==> config.mk <==
export PLATFORM = sky130hd
export DESIGN_NAME = cnt24_channel
export DESIGN_NICKNAME = d
export VERILOG_FILES = /design/src/rtl/cnt24_pkg.sv /design/src/rtl/cnt24_sync.sv /design/src/rtl/cnt24_quad.sv /design/src/rtl/cnt24_regs.sv /design/src/rtl/cnt24_core.sv /design/src/rtl/cnt24_channel.sv
export SDC_FILE = /design/constraint.sdc
export NUM_CORES = 1
export LEC_CHECK = 0
export BUFFER_PORTS_ARGS = -buffer_cell sky130_fd_sc_hd__buf_2
export CAP_MARGIN = 40
export CORE_ASPECT_RATIO = 0.6
export CORE_MARGIN = 2
export CORE_UTILIZATION = 46
export DETAILED_ROUTE_END_ITERATION = 6
export PLACE_DENSITY_LB_ADDON = 0.25
export SYNTH_ARGS = -nofsm -noshare
export SYNTH_HDL_FRONTEND = slang
export SYNTH_SLANG_ARGS = --single-unit
==> constraint.sdc <==
create_clock -name clk -period 2.9 [get_ports clk]
set_input_delay 0.58 -clock clk [delete_from_list [all_inputs] [get_ports clk]]
set_output_delay 0.58 -clock clk [all_outputs]
set_load 0.02 [all_outputs]
==> src/rtl/cnt24_pkg.sv <==
// Shared types and encodings for the 24-bit counter channel.
// Assumes a 16-bit data word; the mode word fills it exactly.
package cnt24_pkg;

    localparam int ADDR_W  = 2;
    localparam int NUM_PRE = 2;

    localparam logic [ADDR_W-1:0] ADDR_LO   = 2'd0;
    localparam logic [ADDR_W-1:0] ADDR_HI   = 2'd1;
    localparam logic [ADDR_W-1:0] ADDR_MODE = 2'd2;
    localparam logic [ADDR_W-1:0] ADDR_CMD  = 2'd3;

    localparam int CMD_RESET_BIT = 15;
    localparam int CMD_LOAD_BIT  = 14;
    localparam int CMD_FIRE_BIT  = 3;

    localparam logic [2:0] AL_OFF   = 3'd0;
    localparam logic [2:0] AL_TC    = 3'd1;
    localparam logic [2:0] AL_INDEX = 3'd4;

    localparam logic [1:0] CKS_X1  = 2'd0;
    localparam logic [1:0] CKS_X2  = 2'd1;
    localparam logic [1:0] CKS_X4  = 2'd2;
    localparam logic [1:0] CKS_INT = 2'd3;

    // Mode word; the last field listed sits at bit 0.
    typedef struct packed {
        logic       rsvd;
        logic       psel;
        logic       latch_live;
        logic       dir_sw;
        logic       dir_down;
        logic [1:0] clk_src;
        logic [1:0] en_ctl;
        logic [1:0] hw_src;
        logic [2:0] autoload;
        logic       out_pol;
        logic       out_src;
    } mode_t;

endpackage

==> src/rtl/cnt24_sync.sv <==
// Multi-bit synchronizer chain for asynchronous pins.
// Assumes each bit is independent (no bus coherence needed); STAGES >= 2.
module cnt24_sync #(
    parameter int WIDTH  = 3,
    parameter int STAGES = 2
) (
    input  logic             clk,
    input  logic             rst_n,
    input  logic [WIDTH-1:0] d,
    output logic [WIDTH-1:0] q
);
    logic [STAGES-1:0][WIDTH-1:0] chain_q;

    // Shift the pin values through the flop chain.
    always_ff @(posedge clk) begin
        if (!rst_n) chain_q <= '0;
        else        chain_q <= {chain_q[STAGES-2:0], d};
    end

    assign q = chain_q[STAGES-1];
endmodule

==> src/rtl/cnt24_quad.sv <==
// Quadrature decoder: compares synchronized A/B with the previous sample
// and reports one legal step plus its direction, filtered by multiplier.
// Assumes inputs are already synchronized to clk.
module cnt24_quad
    import cnt24_pkg::*;
(
    input  logic       clk,
    input  logic       rst_n,
    input  logic       a_s,
    input  logic       b_s,
    input  logic [1:0] mult,
    output logic       step,
    output logic       up
);
    logic a_q, b_q;
    logic a_chg, b_chg, legal;

    // Hold the previous synchronized phase pair.
    always_ff @(posedge clk) begin
        if (!rst_n) begin
            a_q <= 1'b0;
            b_q <= 1'b0;
        end else begin
            a_q <= a_s;
            b_q <= b_s;
        end
    end

    assign a_chg = a_s ^ a_q;
    assign b_chg = b_s ^ b_q;
    assign legal = a_chg ^ b_chg;
    assign up    = ~(a_q ^ b_s);

    // Select which legal transitions count for the chosen multiplier.
    always_comb begin
        unique case (mult)
            CKS_X1:  step = a_chg & legal & ~b_s;
            CKS_X2:  step = a_chg & legal;
            CKS_X4:  step = legal;
            default: step = 1'b0;
        endcase
    end

    AST_QUAD_ILLEGAL: assert property (@(posedge clk) disable iff (!rst_n)
        (a_chg && b_chg) |-> !step);
endmodule

==> src/rtl/cnt24_regs.sv <==
// Register window: mode word, banked preloads behind one high/low window,
// command decode and readback with optional high-byte latch.
// Assumes one access per cycle and DATA_W equal to the mode word width.
module cnt24_regs
    import cnt24_pkg::*;
#(
    parameter int CNT_W  = 24,
    parameter int DATA_W = 16
) (
    input  logic              clk,
    input  logic              rst_n,
    input  logic              wr_en,
    input  logic              rd_en,
    input  logic [ADDR_W-1:0] addr,
    input  logic [DATA_W-1:0] wdata,
    input  logic [CNT_W-1:0]  count,
    output logic [DATA_W-1:0] rdata,
    output mode_t             mode,
    output logic [CNT_W-1:0]  pre_sel,
    output logic [CNT_W-1:0]  pre0,
    output logic              cmd_reset,
    output logic              cmd_load,
    output logic              cmd_fire
);
    localparam int HI_W = CNT_W - DATA_W;

    mode_t           mode_q;
    logic [HI_W-1:0] hold_q;

    // Store the mode word.
    always_ff @(posedge clk) begin
        if (!rst_n)                           mode_q <= '0;
        else if (wr_en && addr == ADDR_MODE)  mode_q <= mode_t'(wdata);
    end

    // One preload per bank; the mode select bit steers window writes.
    for (genvar p = 0; p < NUM_PRE; p++) begin : g_pre
        logic [CNT_W-1:0] val_q;
        always_ff @(posedge clk) begin
            if (!rst_n) begin
                val_q <= '0;
            end else if (wr_en && mode_q.psel == 1'(p)) begin
                if (addr == ADDR_LO) val_q[DATA_W-1:0]     <= wdata;
                if (addr == ADDR_HI) val_q[CNT_W-1:DATA_W] <= wdata[HI_W-1:0];
            end
        end
    end

    // Capture the high byte when the low word is read.
    always_ff @(posedge clk) begin
        if (!rst_n)                         hold_q <= '0;
        else if (rd_en && addr == ADDR_LO)  hold_q <= count[CNT_W-1:DATA_W];
    end

    assign mode      = mode_q;
    assign pre0      = g_pre[0].val_q;
    assign pre_sel   = mode_q.psel ? g_pre[1].val_q : g_pre[0].val_q;
    assign cmd_reset = wr_en && addr == ADDR_CMD && wdata[CMD_RESET_BIT];
    assign cmd_load  = wr_en && addr == ADDR_CMD && wdata[CMD_LOAD_BIT];
    assign cmd_fire  = wr_en && addr == ADDR_CMD && wdata[CMD_FIRE_BIT];

    // Return the addressed word.
    always_comb begin
        unique case (addr)
            ADDR_LO:   rdata = count[DATA_W-1:0];
            ADDR_HI:   rdata = DATA_W'(mode_q.latch_live ? count[CNT_W-1:DATA_W] : hold_q);
            ADDR_MODE: rdata = DATA_W'(mode_q);
            default:   rdata = '0;
        endcase
    end

    AST_HOLD_STABLE: assert property (@(posedge clk) disable iff (!rst_n)
        !(rd_en && addr == ADDR_LO) |=> $stable(hold_q));
endmodule

==> src/rtl/cnt24_core.sv <==
// Count engine: enable and direction selection, reload priority,
// terminal-count detection, RCAP flag and output pin.
// Priority: reset cmd > load cmd > index reload > terminal reload > step.
module cnt24_core
    import cnt24_pkg::*;
#(
    parameter int CNT_W = 24
) (
    input  logic             clk,
    input  logic             rst_n,
    input  mode_t            mode,
    input  logic [CNT_W-1:0] pre_sel,
    input  logic [CNT_W-1:0] pre0,
    input  logic             cmd_reset,
    input  logic             cmd_load,
    input  logic             cmd_fire,
    input  logic             tick,
    input  logic             q_step,
    input  logic             q_up,
    input  logic             idx_s,
    input  logic             hw_en,
    output logic [CNT_W-1:0] count,
    output logic             rcap,
    output logic             cout
);
    logic [CNT_W-1:0] count_q, count_d;
    logic rcap_q, rcap_d, pend_q, pend_d, idx_q;
    logic hw_lvl, enabled, internal, raw_step, down, index_load, hit_zero;
    logic unused_bits;

    assign unused_bits = ^{mode.rsvd, mode.psel, mode.latch_live};

    // Select enable, step source and direction.
    always_comb begin
        unique case (mode.hw_src)
            2'd0:    hw_lvl = hw_en;
            2'd1:    hw_lvl = ~hw_en;
            2'd2:    hw_lvl = rcap_q;
            default: hw_lvl = ~rcap_q;
        endcase
        enabled    = (mode.en_ctl == 2'd1) | (mode.en_ctl[1] & hw_lvl);
        internal   = (mode.clk_src == CKS_INT);
        raw_step   = internal ? tick : q_step;
        down       = mode.dir_sw ? mode.dir_down : (~internal & ~q_up);
        index_load = idx_s & ~idx_q & (mode.autoload == AL_INDEX);
    end

    // Resolve the next count by priority and detect terminal count.
    always_comb begin
        count_d  = count_q;
        hit_zero = 1'b0;
        if (cmd_reset)        count_d = '0;
        else if (cmd_load)    count_d = pre0;
        else if (index_load)  count_d = pre_sel;
        else if (pend_q)      count_d = pre_sel;
        else if (enabled && raw_step) begin
            count_d  = down ? count_q - CNT_W'(1) : count_q + CNT_W'(1);
            hit_zero = down && count_q == CNT_W'(1);
        end
        pend_d = hit_zero && mode.autoload == AL_TC;
        rcap_d = cmd_fire ? 1'b0 : (hit_zero | rcap_q);
    end

    // Register count, flag, pending reload and index history.
    always_ff @(posedge clk) begin
        if (!rst_n) begin
            count_q <= '0;
            rcap_q  <= 1'b1;
            pend_q  <= 1'b0;
            idx_q   <= 1'b0;
        end else begin
            count_q <= count_d;
            rcap_q  <= rcap_d;
            pend_q  <= pend_d;
            idx_q   <= idx_s;
        end
    end

    assign count = count_q;
    assign rcap  = rcap_q;
    assign cout  = (mode.out_src ? (count_q == '0) : rcap_q) ^ mode.out_pol;

    AST_RESET_CMD: assert property (@(posedge clk) disable iff (!rst_n)
        cmd_reset |=> count_q == '0);
    AST_LOAD_CMD: assert property (@(posedge clk) disable iff (!rst_n)
        (cmd_load && !cmd_reset) |=> count_q == $past(pre0));
    AST_FIRE_CLEARS: assert property (@(posedge clk) disable iff (!rst_n)
        cmd_fire |=> !rcap_q);
    AST_TC_RELOAD: assert property (@(posedge clk) disable iff (!rst_n)
        (pend_q && !cmd_reset && !cmd_load && !index_load) |=> count_q == $past(pre_sel));
    AST_STEP_BOUND: assert property (@(posedge clk) disable iff (!rst_n)
        (!cmd_reset && !cmd_load && !index_load && !pend_q) |=>
        (count_q == $past(count_q) || count_q == $past(count_q) + CNT_W'(1)
         || count_q == $past(count_q) - CNT_W'(1)));
endmodule

==> src/rtl/cnt24_channel.sv <==
// Top of one counter channel: synchronizes the asynchronous pins and
// connects the register window, quadrature decoder and count engine.
// Assumes a single clock domain for the bus, tick and enable inputs.
module cnt24_channel
    import cnt24_pkg::*;
#(
    parameter int CNT_W       = 24,
    parameter int DATA_W      = 16,
    parameter int SYNC_STAGES = 2
) (
    input  logic              clk,
    input  logic              rst_n,
    input  logic              bus_wr,
    input  logic              bus_rd,
    input  logic [ADDR_W-1:0] bus_addr,
    input  logic [DATA_W-1:0] bus_wdata,
    output logic [DATA_W-1:0] bus_rdata,
    input  logic              tick_in,
    input  logic              quad_a,
    input  logic              quad_b,
    input  logic              index_in,
    input  logic              hw_enable,
    output logic              count_out
);
    logic [2:0]       pins_s;
    logic             q_step, q_up, rcap;
    logic [CNT_W-1:0] count, pre_sel, pre0;
    logic             cmd_reset, cmd_load, cmd_fire;
    mode_t            mode;
    logic             unused_rcap;

    assign unused_rcap = rcap;

    cnt24_sync #(.WIDTH(3), .STAGES(SYNC_STAGES)) u_sync (
        .clk(clk), .rst_n(rst_n),
        .d({index_in, quad_b, quad_a}), .q(pins_s)
    );

    cnt24_quad u_quad (
        .clk(clk), .rst_n(rst_n),
        .a_s(pins_s[0]), .b_s(pins_s[1]), .mult(mode.clk_src),
        .step(q_step), .up(q_up)
    );

    cnt24_regs #(.CNT_W(CNT_W), .DATA_W(DATA_W)) u_regs (
        .clk(clk), .rst_n(rst_n),
        .wr_en(bus_wr), .rd_en(bus_rd), .addr(bus_addr), .wdata(bus_wdata),
        .count(count), .rdata(bus_rdata), .mode(mode),
        .pre_sel(pre_sel), .pre0(pre0),
        .cmd_reset(cmd_reset), .cmd_load(cmd_load), .cmd_fire(cmd_fire)
    );

    cnt24_core #(.CNT_W(CNT_W)) u_core (
        .clk(clk), .rst_n(rst_n), .mode(mode),
        .pre_sel(pre_sel), .pre0(pre0),
        .cmd_reset(cmd_reset), .cmd_load(cmd_load), .cmd_fire(cmd_fire),
        .tick(tick_in), .q_step(q_step), .q_up(q_up),
        .idx_s(pins_s[2]), .hw_en(hw_enable),
        .count(count), .rcap(rcap), .cout(count_out)
    );
endmodule

==> metrics.md <==
| Metric | Value |
|---|---|
| Post-route ant nets | 0 |
| First drt pass iteration count | 5 |
| IO buf count | 43 |
| Arr. time, crit path | approximately 2.2 ns |
| CTS Root Cell | clkbuf_16 |
| Diode count | 0 |
| Core ar. | 12800 um^2 |
| Commonest cells post-synth | nand2_1, dfxtp_1, a21boi_0 |
| First-pass GRT wire length | 34.3 mm |
| TNS Setup | 0 ns |
| H-tree Lvls | 3 |
| Antenna violations before repair | 0 |
| CP max FO | 4 |
| Main area contributors after synthesis | dfxtp_1, nand2_1, a21boi_0, mux2i_1, clkbuf_1 |
| Mapped Nets | about 800 |
| Max Cap Viol | 0 |
| # rows | 32 |
| Dpl ws | approximately 0.38 ns |
| Vertical die dimension | 92.8 um |
| Slew @ Worst Pin | about 0.66 ns |
| Total CTS buffers | 9 |
| Remaining global-route overflow | 0 |
| Area share of the largest cell type after synthesis | 35.5% |
| Syn Inst Count | 760 |
| Yosys reg bits | ~110 |
| Skew final | 0.00975 ns |
| Largest net degree at the start of global routing | 82 |
| Critical path class | flop to primary output |
| CTS tree | done |
| Number of synthesized flops with an enable pin | 0 |
| Min cycle time layout | 2.78 ns |
| Fmax | 359 MHz |
| Syn Area/Cell | 7.95 um^2 |
| Area growth, synth to finish | 15.0% |
| Leak | 0.00253 uW |
| Outcome | finished clean |
| Clock buffer depth | 2 |
| Post-synth design cell area | 6040 um^2 |
| Critical Path RT | around 2.3 ns |
| Drt drc | 0 |
| Dpl hpwl | 17.3 mm |
| Highest routed layer | met4 |
| Final-report max-slew violation count | 0 |
| Critical path launch point type | flop |
| Die footprint | 14100 um^2 |
| Clock sink total | around 110 |
| Clock Pin Slew Worst Setup and Hold Paths | ~0.080 ns |
| Routability cong. | 0.996 |
| Metal-1 WL | ~10 mm |
| Share of layout cells above drive strength 1 | 16.4% |
| Final worst setup slack | 0.117 ns |
| Final wirelength | 22.7 mm |
| Met2 wire len | 9.28 mm |
| Final hold viol count | 0 |
| Synth cell types | 66 |
| Vias in the first global route | 5755 |
| RSZ-0062 raised after global routing | false |
| Worst-Skew Late Latency | 0.36 ns |
| Asr flop ratio synth | 0% |
| Final clock period utilization by the worst path | 96.0% |
| Ports | 44 |
| Avg WL per Cell | 23.2 um |
| Sequential-to-total area share from yosys stat | 35.5% |
| DR iter-0 viols | roughly 690 |
| Pwr dens | 469 nW/um^2 |
| Warnings, synthesis | 0 |
| Met3 WL | roughly 2.5 mm |
| Vias | ~6200 |
| Initial Util | 47.1% |
| Worst vdd ir | 0.302 mV |
| Crit end category | primary output |
| Final setup vio count | 0 |
| Vias per inst | 6.34 |
| Final net count | 836 |
| Most area-hungry cell type in the Yosys netlist | dfxtp_1 |
| Tightest Hold Check Type | input pin to flop |
| Die width | 152 um |
| Most frequent cell after synthesis | nand2_1 |
| Setup bufs post-CTS | 0 |
| Top_reg_cell synth | dfxtp_1 |
| Rel. slew slack | 56.0% |
| GRT Util Overall | between 30 and 40% |
[through the flow]
step | hold slack, ns | total power (uW) | instances | utilization [%] | instance area [um^2]
6_report | 0.423 | 3260 | 979 | 54.2 | 6950
5_1_grt | 0.421 | 3360 | 979 | 54.2 | 6950
4_1_cts | 0.422 | 3250 | 979 | 54.0 | 6920
3_5_place_dp | 0.428 | 2020 | 963 | 51.7 | 6630
3_3_place_gp | 0.420 | 2010 | 963 | 51.7 | 6630
2_1_floorplan | 0.412 | 1840 | 760 | - | 6040
[worst max-delay path: stages (launching register included)]
cell and delay [ns]:
dfxtp_1 0.32, or3_4 0.41, or3_4 0.34, nor3_2 0.18, buf_4 0.17, a31oi_1 0.10
xnor2_1 0.16, buf_4 0.16
[timing repair]
item | in CTS | in global routing
resized for setup | 0 | 6
hold endpoints to repair | 0 | 0
hold buffers | 0 | 0
endpoints found under the setup margin | 0 | 1
[flip-flops by register name, indices dropped and copies added, names as in the netlist, 3 cells and up]
| name | cells |
|---|---|
| u_regs.g_pre.val_q | 24 |
| u_sync.chain_q | 3 |
| u_core.count | 24 |
| u_regs.mode | 16 |
| u_regs.hold_q | 8 |
| u_sync.q | 3 |
| u_regs.pre0 | 24 |
[metal layers]
metal / up-vias / global-route usage [%]
met5: - / 0
met4: 0 / 8.80
met3: 45 / 9.08
met2: 333 / 46.6
met1: 3007 / 46.2
li1: 2820 / -
[placed cells by master (no fill, tap or decap), types with 5 or more instances in the layout]
| master | synthesis | routed |
|---|---|---|
| buf_2 | 4 | 42 |
| clkbuf_16 | 0 | 9 |
| nor2_1 | 37 | 37 |
| nand2_1 | 161 | 161 |
| nor2b_1 | 11 | 11 |
| o21ai_0 | 22 | 22 |
| a22o_1 | 5 | 5 |
| nor4_1 | 9 | 8 |
| a21oi_1 | 19 | 19 |
| nand3_1 | 20 | 20 |
| or2_2 | 5 | 5 |
| mux2i_1 | 46 | 46 |
| dfxtp_1 | 107 | 106 |
| and3_1 | 6 | 6 |
| and2_1 | 17 | 17 |
| buf_4 | 0 | 52 |
| nand4_1 | 10 | 10 |
| a211oi_1 | 12 | 12 |
| nor3_1 | 16 | 15 |
| a21boi_0 | 66 | 66 |
| o221ai_1 | 5 | 5 |
| ha_1 | 5 | 5 |
| a31oi_1 | 11 | 11 |
| o22ai_1 | 12 | 12 |
| o21a_1 | 5 | 5 |
| a22oi_1 | 7 | 7 |
[where the power goes]
part | internal [uW] | switching (uW)
Combinational | 179 | 281
Clock | 611 | 643
Sequential | 1500 | 41.1
[cell type report]
| type | instances | area, um^2 |
|---|---|---|
| inverters | 4 | 15.0 |
| clock inverters | 6 | 67.6 |
| repair buffers | 95 | 621 |
| multi-input cells | 587 | 3660 |
| fillers | 1203 | 5870 |
| flip-flops and latches | 107 | 2140 |
| clock buffers | 10 | 229 |
| well taps | 170 | 213 |
[worst paths after layout]
| check | start | to | cells after the start | slack [ns] |
|---|---|---|---|---|
| setup reg to reg | u_sync.q[0] | u_core.count[16] | 8 | 0.32 |
| setup / recovery | u_core.count[16] | count_out | 7 | 0.12 |
| hold / removal | quad_a | u_sync.chain_q[0] | 2 | 0.42 |
| hold reg to reg | u_sync.chain_q[0] | u_sync.q[0] | 1 | 0.44 |
[cells by family (layout without fill, tap and decap cells)]
kind of cell	after synthesis	count (layout)	share of synthesized area, %
XOR/XNOR	7	7	1.01
flip-flops	107	107	35.5
AND/OR/NAND/NOR	319	319	25.2
buffers and inverters	66	115	4.33
adder cells (fa/ha/maj)	5	5	1.04
multiplexers	48	48	7.99
AO/OA/AOI/OAI	208	208	25.0
No activity file was read; power rests on OpenSTA's default activity.
